`src/rtl/stuckat_pkg.sv`:
```
package stuckat_pkg;
    // Line codes of the fixed netlist z = AB + CD
    localparam int SITE_STEM_A  = 0;
    localparam int SITE_STEM_B  = 1;
    localparam int SITE_STEM_C  = 2;
    localparam int SITE_STEM_D  = 3;
    localparam int SITE_PIN_A   = 4;
    localparam int SITE_PIN_B   = 5;
    localparam int SITE_PIN_C   = 6;
    localparam int SITE_PIN_D   = 7;
    localparam int SITE_AND1_Y  = 8;
    localparam int SITE_AND2_Y  = 9;
    localparam int SITE_OR_P    = 10;
    localparam int SITE_OR_Q    = 11;
    localparam int SITE_OUT     = 12;
    localparam int NUM_SITES    = 13;
    localparam int NUM_PI       = 4;

    typedef enum logic {
        TRK_CLEAN  = 1'b0,
        TRK_CAUGHT = 1'b1
    } trk_state_e;
endpackage

```
`src/rtl/stuckat_line.sv`:
```
module stuckat_line #(
    parameter int SITE_W = 4,
    parameter int LINE_ID = 0
) (
    input  logic              line_in,
    input  logic              force_en,
    input  logic [SITE_W-1:0] force_site,
    input  logic              force_val,
    output logic              line_out
);
    localparam logic [SITE_W-1:0] MY_CODE = SITE_W'(LINE_ID);

    always_comb begin
        line_out = line_in;
        if (force_en && (force_site == MY_CODE)) begin
            line_out = force_val;
        end
    end
endmodule

```
`src/rtl/stuckat_netlist.sv`:
```
module stuckat_netlist
    import stuckat_pkg::*;
#(
    parameter int SITE_W = 4
) (
    input  logic [NUM_PI-1:0] pi,
    input  logic              force_en,
    input  logic [SITE_W-1:0] force_site,
    input  logic              force_val,
    output logic              z
);
    logic [NUM_PI-1:0] stem;
    logic [NUM_PI-1:0] pin;
    logic and1_raw, and2_raw, and1_y, and2_y;
    logic or_p, or_q, or_raw;

    // Primary-input stems and the AND pins they feed
    for (genvar i = 0; i < NUM_PI; i++) begin : g_in
        stuckat_line #(.SITE_W(SITE_W), .LINE_ID(SITE_STEM_A + i)) u_stem (
            .line_in(pi[i]), .force_en(force_en), .force_site(force_site),
            .force_val(force_val), .line_out(stem[i])
        );
        stuckat_line #(.SITE_W(SITE_W), .LINE_ID(SITE_PIN_A + i)) u_pin (
            .line_in(stem[i]), .force_en(force_en), .force_site(force_site),
            .force_val(force_val), .line_out(pin[i])
        );
    end

    assign and1_raw = pin[0] & pin[1];
    assign and2_raw = pin[2] & pin[3];

    stuckat_line #(.SITE_W(SITE_W), .LINE_ID(SITE_AND1_Y)) u_and1_y (
        .line_in(and1_raw), .force_en(force_en), .force_site(force_site),
        .force_val(force_val), .line_out(and1_y)
    );
    stuckat_line #(.SITE_W(SITE_W), .LINE_ID(SITE_AND2_Y)) u_and2_y (
        .line_in(and2_raw), .force_en(force_en), .force_site(force_site),
        .force_val(force_val), .line_out(and2_y)
    );
    stuckat_line #(.SITE_W(SITE_W), .LINE_ID(SITE_OR_P)) u_or_p (
        .line_in(and1_y), .force_en(force_en), .force_site(force_site),
        .force_val(force_val), .line_out(or_p)
    );
    stuckat_line #(.SITE_W(SITE_W), .LINE_ID(SITE_OR_Q)) u_or_q (
        .line_in(and2_y), .force_en(force_en), .force_site(force_site),
        .force_val(force_val), .line_out(or_q)
    );

    assign or_raw = or_p | or_q;

    stuckat_line #(.SITE_W(SITE_W), .LINE_ID(SITE_OUT)) u_out (
        .line_in(or_raw), .force_en(force_en), .force_site(force_site),
        .force_val(force_val), .line_out(z)
    );
endmodule

```
`src/rtl/stuckat_track.sv`:
```
module stuckat_track
    import stuckat_pkg::*;
(
    input  logic clk,
    input  logic rst_n,
    input  logic miss,
    input  logic clr,
    output logic detect,
    output logic sticky
);
    trk_state_e state_q, state_d;
    logic       detect_q;

    // State register
    always_ff @(posedge clk or negedge rst_n) begin
        if (!rst_n) begin
            state_q  <= TRK_CLEAN;
            detect_q <= 1'b0;
        end else begin
            state_q  <= state_d;
            detect_q <= miss;
        end
    end

    // Next state: clear, hit, hold
    always_comb begin
        state_d = state_q;
        unique case (state_q)
            TRK_CLEAN: begin
                if (clr)       state_d = TRK_CLEAN;
                else if (miss) state_d = TRK_CAUGHT;
            end
            TRK_CAUGHT: begin
                if (clr)       state_d = TRK_CLEAN;
            end
            default:           state_d = TRK_CLEAN;
        endcase
    end

    // Outputs
    always_comb begin
        detect = detect_q;
        sticky = (state_q == TRK_CAUGHT);
    end
endmodule

```
`src/rtl/stuckat_injector.sv`:
```
module stuckat_injector
    import stuckat_pkg::*;
#(
    parameter int SITE_W = 4
) (
    input  logic              clk,
    input  logic              rst_n,
    input  logic              in_a,
    input  logic              in_b,
    input  logic              in_c,
    input  logic              in_d,
    input  logic              flt_en,
    input  logic [SITE_W-1:0] flt_site,
    input  logic              flt_val,
    input  logic              sticky_clr,
    output logic              good_z,
    output logic              faulty_z,
    output logic              detect,
    output logic              detect_sticky
);
    localparam int MIN_SITE_W = $clog2(NUM_SITES);

    logic [NUM_PI-1:0] pi_vec;

    assign pi_vec = {in_d, in_c, in_b, in_a};

    initial begin
        if (SITE_W < MIN_SITE_W) $display("stuckat_injector: SITE_W too narrow");
    end

    stuckat_netlist #(.SITE_W(SITE_W)) u_good (
        .pi(pi_vec), .force_en(1'b0), .force_site(flt_site),
        .force_val(flt_val), .z(good_z)
    );

    stuckat_netlist #(.SITE_W(SITE_W)) u_bad (
        .pi(pi_vec), .force_en(flt_en), .force_site(flt_site),
        .force_val(flt_val), .z(faulty_z)
    );

    stuckat_track u_track (
        .clk(clk), .rst_n(rst_n), .miss(good_z ^ faulty_z),
        .clr(sticky_clr), .detect(detect), .sticky(detect_sticky)
    );
endmodule

```
`config.mk`:
```
export PLATFORM = sky130hd
export DESIGN_NAME = stuckat_injector
export DESIGN_NICKNAME = d
export VERILOG_FILES = /design/src/rtl/stuckat_pkg.sv /design/src/rtl/stuckat_line.sv /design/src/rtl/stuckat_netlist.sv /design/src/rtl/stuckat_track.sv /design/src/rtl/stuckat_injector.sv
export SDC_FILE = /design/constraint.sdc
export NUM_CORES = 1
export LEC_CHECK = 0
export ABC_AREA = 1
export BUFFER_PORTS_ARGS = -buffer_cell sky130_fd_sc_hd__buf_4
export CAP_MARGIN = 20
export CORE_AREA = 10 10 47 49
export CTS_BUF_LIST = sky130_fd_sc_hd__clkbuf_8
export CTS_CLUSTER_SIZE = 20
export DETAILED_ROUTE_END_ITERATION = 12
export DIE_AREA = 0 0 57 59
export MAX_ROUTING_LAYER = met4
export PLACE_DENSITY = 0.51
export SLEW_MARGIN = 20
export SYNTH_ARGS = -nofsm -noshare
export SYNTH_HDL_FRONTEND = slang
export SYNTH_SLANG_ARGS = --single-unit
```
`constraint.sdc`:
```
create_clock -name clk -period 1.4 [get_ports clk]
set_clock_uncertainty 0.05 [all_clocks]
set_input_delay 0.21 -clock clk [delete_from_list [all_inputs] [get_ports clk]]
set_output_delay 0.21 -clock clk [all_outputs]
set_load 0.02 [all_outputs]
```
==> results of run 1 <==
-- cell families (layout without fill, tap and decap cells) --
logic type	after synthesis	in the layout	share of synthesized area, %
and+or+nand+nor	30	30	53.52
DFF	2	2	18.78
buffers and inverters	14	34	19.72
AOI/OAI and AO/OA	4	4	7.981
-- final timing paths --
kind	slack [ps]	cells after the start	endpoint	start
max in group asynchronous	930	2	u_track.detect$_DFF_PN0_	rst_n
worst max register to register	660	4	u_track.sticky$_DFF_PN0_	u_track.sticky$_DFF_PN0_
worst min-delay path	180	4	u_track.sticky$_DFF_PN0_	sticky_clr
min in group asynchronous	280	2	u_track.sticky$_DFF_PN0_	rst_n
worst max-delay path	70	10	faulty_z	flt_site[0]
worst min register to register	520	4	u_track.sticky$_DFF_PN0_	u_track.sticky$_DFF_PN0_
-- power groups by stage --
stage / clock network (mW) / logic, mW / registers, mW
floorplan: 0 / 0.0571 / 0.0791
global placement: 0 / 0.128 / 0.0691
detailed placement: 0 / 0.129 / 0.0697
CTS: 0.232 / 0.131 / 0.0693
global route: 0.233 / 0.157 / 0.0698
finish: 0.224 / 0.142 / 0.0689
-- flip-flops by register name, summed over array words and instances (netlist names) --
register and flops:
u_track.detect 1, u_track.sticky 1
-- cells in the final DEF (no fill, tap or decap) --
cell type,count
buf_4,15
buf_6,1
clkbuf_8,3
dfrtp_1,2
dlygate4sd3_1,1
inv_1,11
inv_2,3
nand2_1,8
nand2_2,3
nand3_1,5
nand3_2,3
nor2_1,5
nor2_2,4
nor2_4,2
o21ai_1,3
o22ai_1,1
-- worst reg2reg max path, cell delays in order, from the launching register on --
cell     delay (ps)
dfrtp_1         370
inv_1            50
nand3_1          70
nand2_1          60
inv_1            30
-- repair_timing --
item / 4_1_cts / 5_1_grt
hold buffers: 1 / 0
endpoints found under the setup margin: 0 / 1
hold endpoints to repair: 2 / 0
gates resized for setup: 0 / 11
-- stage by stage --
stage                     utilization (%)  total power, mW  instance area (µm²)  hold slack, ps
after floorplan                         -           0.1362                266.5          -135.6
after global placement              29.02           0.1974                406.6          -56.51
after detailed placement            29.02           0.1987                406.6          -54.36
after CTS                           32.68           0.4326                457.9           174.5
after global routing                34.91           0.4595                489.2           198.0
final                               34.91           0.4342                489.2           176.4
-- area by class of cell --
class,instances,share of cell area [%]
Sequential cell,2,10.23
Clock buffer,3,8.440
Tap cell,16,4.092
Inverter,14,10.74
Timing Repair Buffer,17,27.37
Multi-Input combinational cell,34,39.13
-- per-layer routing --
layer  GRT usage [%]  vias to the layer above  part of all wire, %
met5               -                        -                    0
met4           4.027                        0                    0
met3           1.931                        0                  6.0
met2           7.752                       13                   46
met1           4.893                      148                   47
li1                -                      190                    -
==> results.ini, run 1 <==
[worst_setup_path]
path_buf_inv = 3
worstPathArrival_ps = 1070
path_class = in2out
cpPeakStageDelay_ps = 130
worst_ep_required_time_ps = 1140
cp-start-kind = input port
crit_family = simple AND/OR/NAND/NOR gates
endpoint_kind = primary output
cp_common_cell = nand2_1
critPathMaxFanout = 4
slowest_stage = buf_4
crit_chain = buf_4, nor2_4, nand3_1, nand2_1, nor2_2, nand2_1, nand3_2, nand2_2, inv_2, buf_6

[floorplanning]
die_h_um = 59
die_area_mm2 = 0.003363
start_util_pct = 19.02
fp-row-count = 14
core_area_mm2 = 0.001401
ios = 17
chipWidth_um = 57

[synth]
synth.top_cell.area_share_pct = 18.78
synth_common_cells = 12 x inv_1, 9 x nand2_1, 7 x nand3_1, 7 x nor2_1, 4 x nor2_2
syn_inst = 50
synth_most_common_cell = inv_1
synthArstFlopShare_pct = 100.0
synth_edf_count = 0
ys_seq_area_share_pct = 18.78
yosys_warnings = 0
synthesis.area_um2 = 266.5
synth_area_leaders = dfrtp_1 19%, inv_1 17%, nand3_1 13%, nand2_1 13%, nor2_1 9.9%
synth_top_area_cell = dfrtp_1
synth_ff_type = dfrtp_1
ys_ff_latch = 2
syn-num-nets = 63
syn_avg_cell_area_um2 = 5.330
netlist-cell-type-count = 12

[cts]
insertion_delay_ps = 210
cts_buffer_depth = 2
clock-root-buffer = clkbuf_8
post-cts-setup-buffers = 0
path_clk_slew_ps = 30
cts_num_sinks = 2
cts_tree = built
cts_max_level = 1
cts_made_buffers = 3

[power]
comb_power_share_pct = 32.6
peakVddDrop_mv = 0.1625
intPower_mw = 0.3137
clock_power_share_pct = 51.5
power.density_mw_per_mm2 = 887.5
seqPwrFrac_pct = 15.9
p_leak_nw = 0.2745
swShare_pct = 27.75
power.net_switching_mw = 0.1205

[timing]
period_share_pct = 94.75
hold_viol = 0
period_minus_slack_ps = 1326
drv_slew = 0
worstMarginPinSlew_ps = 292.5
final.setup.worst_slack_ps = 73.52
fmax_mhz = 753.9
setup_viol = 0
final.setup.tns_ps = 0
slew_headroom_pct = 80.50

[routing]
drc_errors = 0
vias = 351
ant_nets = 0
wire_per_inst_um = 9.640
vias_per_cell = 4.081
drt-total-wl_um = 829
dr.pass1.iters = 2
first_iter_violations = 1

[flow_run]
maxCapViolCount = 0

[finish]
drive_above_1_share_pct = 48.57
final-instance-count-excl-fill = 86
nFillCells = 166
layout.nets = 85
area_growth_pct = 83.57
seq_area_um2 = 50.05
multi_input_area_um2 = 191.4
diodes = 0

[global_routing]
grt_pass1_vias = 354
grt_pass1_wl_um = 1324
grt_antenna_before_repair = 0
grt_overflow = 0
grt_start_max_net_pins = 5
track_usage_pct = 4.984

[placed_design]
pre_cts_slack_ps = 45.32
globalplace.congestion = 0.8109
dp_cells = 82
port_buffers = 16
dpl.hpwl_um = 721.5

[min_path]
hp-class = in2reg

[run_status]
status = complete, no violations

Note: power is estimated with default switching activity, not from simulation.
==> inputs of run 2 (changes only) <==
Settings changed: SETUP_SLACK_MARGIN from default to 0.15, SKIP_CTS_REPAIR_TIMING from default to 1.
==> run 2 against run 1 <==
Net effect: power up 1.2%; highest routed layer unchanged; non-clock buffer count unchanged; via count down 0.85%; cell area up 3.6%; count of clock-buffer cells in the layout unchanged; combinational power up 4%; clock power about the same; global-route usage down 0.089 points; sequential share of layout area down 0.35 points; critical path depth up 2; critical endpoint unchanged; wire length up 0.72%.
==> results.ini, run 2 (synthesized netlist as in run 1, its figures left out) <==
[floorplanning]
core_area_mm2 = 0.001401  ; unchanged
fp-row-count = 14  ; unchanged
chipWidth_um = 57  ; unchanged
ios = 17  ; unchanged
die_area_mm2 = 0.003363  ; unchanged
die_h_um = 59  ; unchanged
start_util_pct = 19.02  ; unchanged

[finish]
layout.nets = 85  ; unchanged
design_area_um2 = 506.7  ; was 489.2 µm²
most-common-layout-cells = 12 x buf_4, 11 x inv_1, 8 x nand2_1, 5 x nor2_1, 5 x nand3_1  ; was 15 x buf_4, 11 x inv_1, 8 x nand2_1, 5 x nor2_1, 5 x nand3_1
area_growth_pct = 90.14  ; was 83.57%
final_common_cell = buf_4  ; unchanged
diodes = 0  ; unchanged
final_util_pct = 36.16  ; was 34.91%
drive_above_1_share_pct = 48.57  ; unchanged
final-instance-count-excl-fill = 86  ; unchanged

[global_routing]
grt_overflow = 0  ; unchanged
grt_start_max_net_pins = 5  ; unchanged
grt_antenna_before_repair = 0  ; unchanged
grt_pass1_vias = 348  ; was 354
grt_pass1_wl_um = 1297  ; was 1324 µm
track_usage_pct = 4.895  ; was 4.984%

[cts]
path_clk_slew_ps = 30  ; about the same
cts_buffer_depth = 2  ; unchanged
cts_num_sinks = 2  ; unchanged
cts_max_level = 1  ; unchanged
insertion_delay_ps = 210  ; about the same
cts_tree = built  ; unchanged
cts_made_buffers = 3  ; unchanged
clock-root-buffer = clkbuf_8  ; unchanged

[power]
p_leak_nw = 0.2792  ; was 0.2745 nW
power_mw = 0.4392  ; was 0.4342 mW
power.density_mw_per_mm2 = 866.7  ; was 887.5 mW/mm²
peakVddDrop_mv = 0.1619  ; was 0.1625 mV

[routing]
vias = 348  ; was 351
drc_errors = 0  ; unchanged
ant_nets = 0  ; unchanged
dr.pass1.iters = 1  ; was 2
vias_per_cell = 4.047  ; was 4.081
drt-total-wl_um = 835  ; was 829 µm
first_iter_violations = 0  ; was 1
wire_per_inst_um = 9.709  ; was 9.640 µm

[placed_design]
globalplace.congestion = 0.8109  ; unchanged
pre_cts_slack_ps = 45.32  ; unchanged
port_buffers = 16  ; unchanged
place_area_um2 = 406.6  ; unchanged
dp_cells = 82  ; unchanged
dpl.hpwl_um = 721.5  ; unchanged

[min_path]
hp-class = in2reg  ; unchanged
worstHoldStart = sticky_clr  ; unchanged

[run_status]
status = complete, no violations  ; unchanged

[timing]
drv_slew = 0  ; unchanged
period_share_pct = 94.52  ; was 94.75%
rsz0062_at_grt = true
fmax_mhz = 755.7  ; was 753.9 MHz
hold_viol = 0  ; unchanged
period_minus_slack_ps = 1323  ; was 1326 ps
worstMarginPinSlew_ps = 296.1  ; was 292.5 ps
final.setup.tns_ps = 0  ; unchanged
holdWs_ps = 176.4  ; about the same
final.setup.worst_slack_ps = 76.73  ; was 73.52 ps
slew_headroom_pct = 80.26  ; was 80.50%
setup_viol = 0  ; unchanged

[flow_run]
maxCapViolCount = 0  ; unchanged

[worst_setup_path]
endpoint_kind = primary output  ; unchanged
critPathMaxFanout = 3  ; was 4
rr_startpoint = u_track.sticky$_DFF_PN0_  ; unchanged
worst_ep_required_time_ps = 1140  ; about the same
worstPathArrival_ps = 1060  ; was 1070 ps
crit_start = flt_en  ; was flt_site[0]
path_class = in2out  ; unchanged
cp-start-kind = input port  ; unchanged

## run 2: cell types whose count changed in the layout (fill, tap and decap cells not counted)
cell	previous run	this run
buf_4	15	12
inv_2	3	2
buf_8	0	1
buf_6	1	3
inv_4	0	1
## run 2: power breakdown
part	leakage (nW)	switching, mW	internal [mW]
Sequential	0.0246	0.00305	0.0659
Combinational	0.233	0.0756	0.0710
Clock	0.0216	0.0421	0.181
## run 2: worst paths after layout
path | endpoint | slack (ps) | cells after the start
worst max register to register | u_track.sticky$_DFF_PN0_ | 660 | 4
worst min-delay path | u_track.sticky$_DFF_PN0_ | 180 | 4
min in group asynchronous | u_track.sticky$_DFF_PN0_ | 280 | 2
worst max-delay path | faulty_z | 80 | 12
max in group asynchronous | u_track.detect$_DFF_PN0_ | 930 | 2
worst min register to register | u_track.sticky$_DFF_PN0_ | 530 | 4
## run 2: final cells by class
| cell class | instances | area (µm²) |
|---|---|---|
| clock buffer | 3 | 41.29 |
| timing repair buffer | 17 | 148.9 |
| multi-input combinational | 34 | 191.4 |
| tap | 16 | 20.02 |
| fill | 167 | 894.6 |
| inverter | 14 | 55.05 |
| sequential | 2 | 50.05 |
## run 2: critical path, stage by stage
cell	delay, ps
buf_8	80
inv_4	40
nor2_4	110
nand2_2	50
nand2_1	50
nand2_1	60
nor2_2	90
nand2_1	60
nand3_2	80
nand2_2	70
inv_2	50
buf_6	100
## run 2: per-layer routing
metal	GRT usage [%]	vias to the layer above	wire (µm)
met5	-	-	0
li1	-	189	-
met2	7.442	13	408
met1	4.773	146	374
met3	2.146	0	52
met4	4.027	0	0
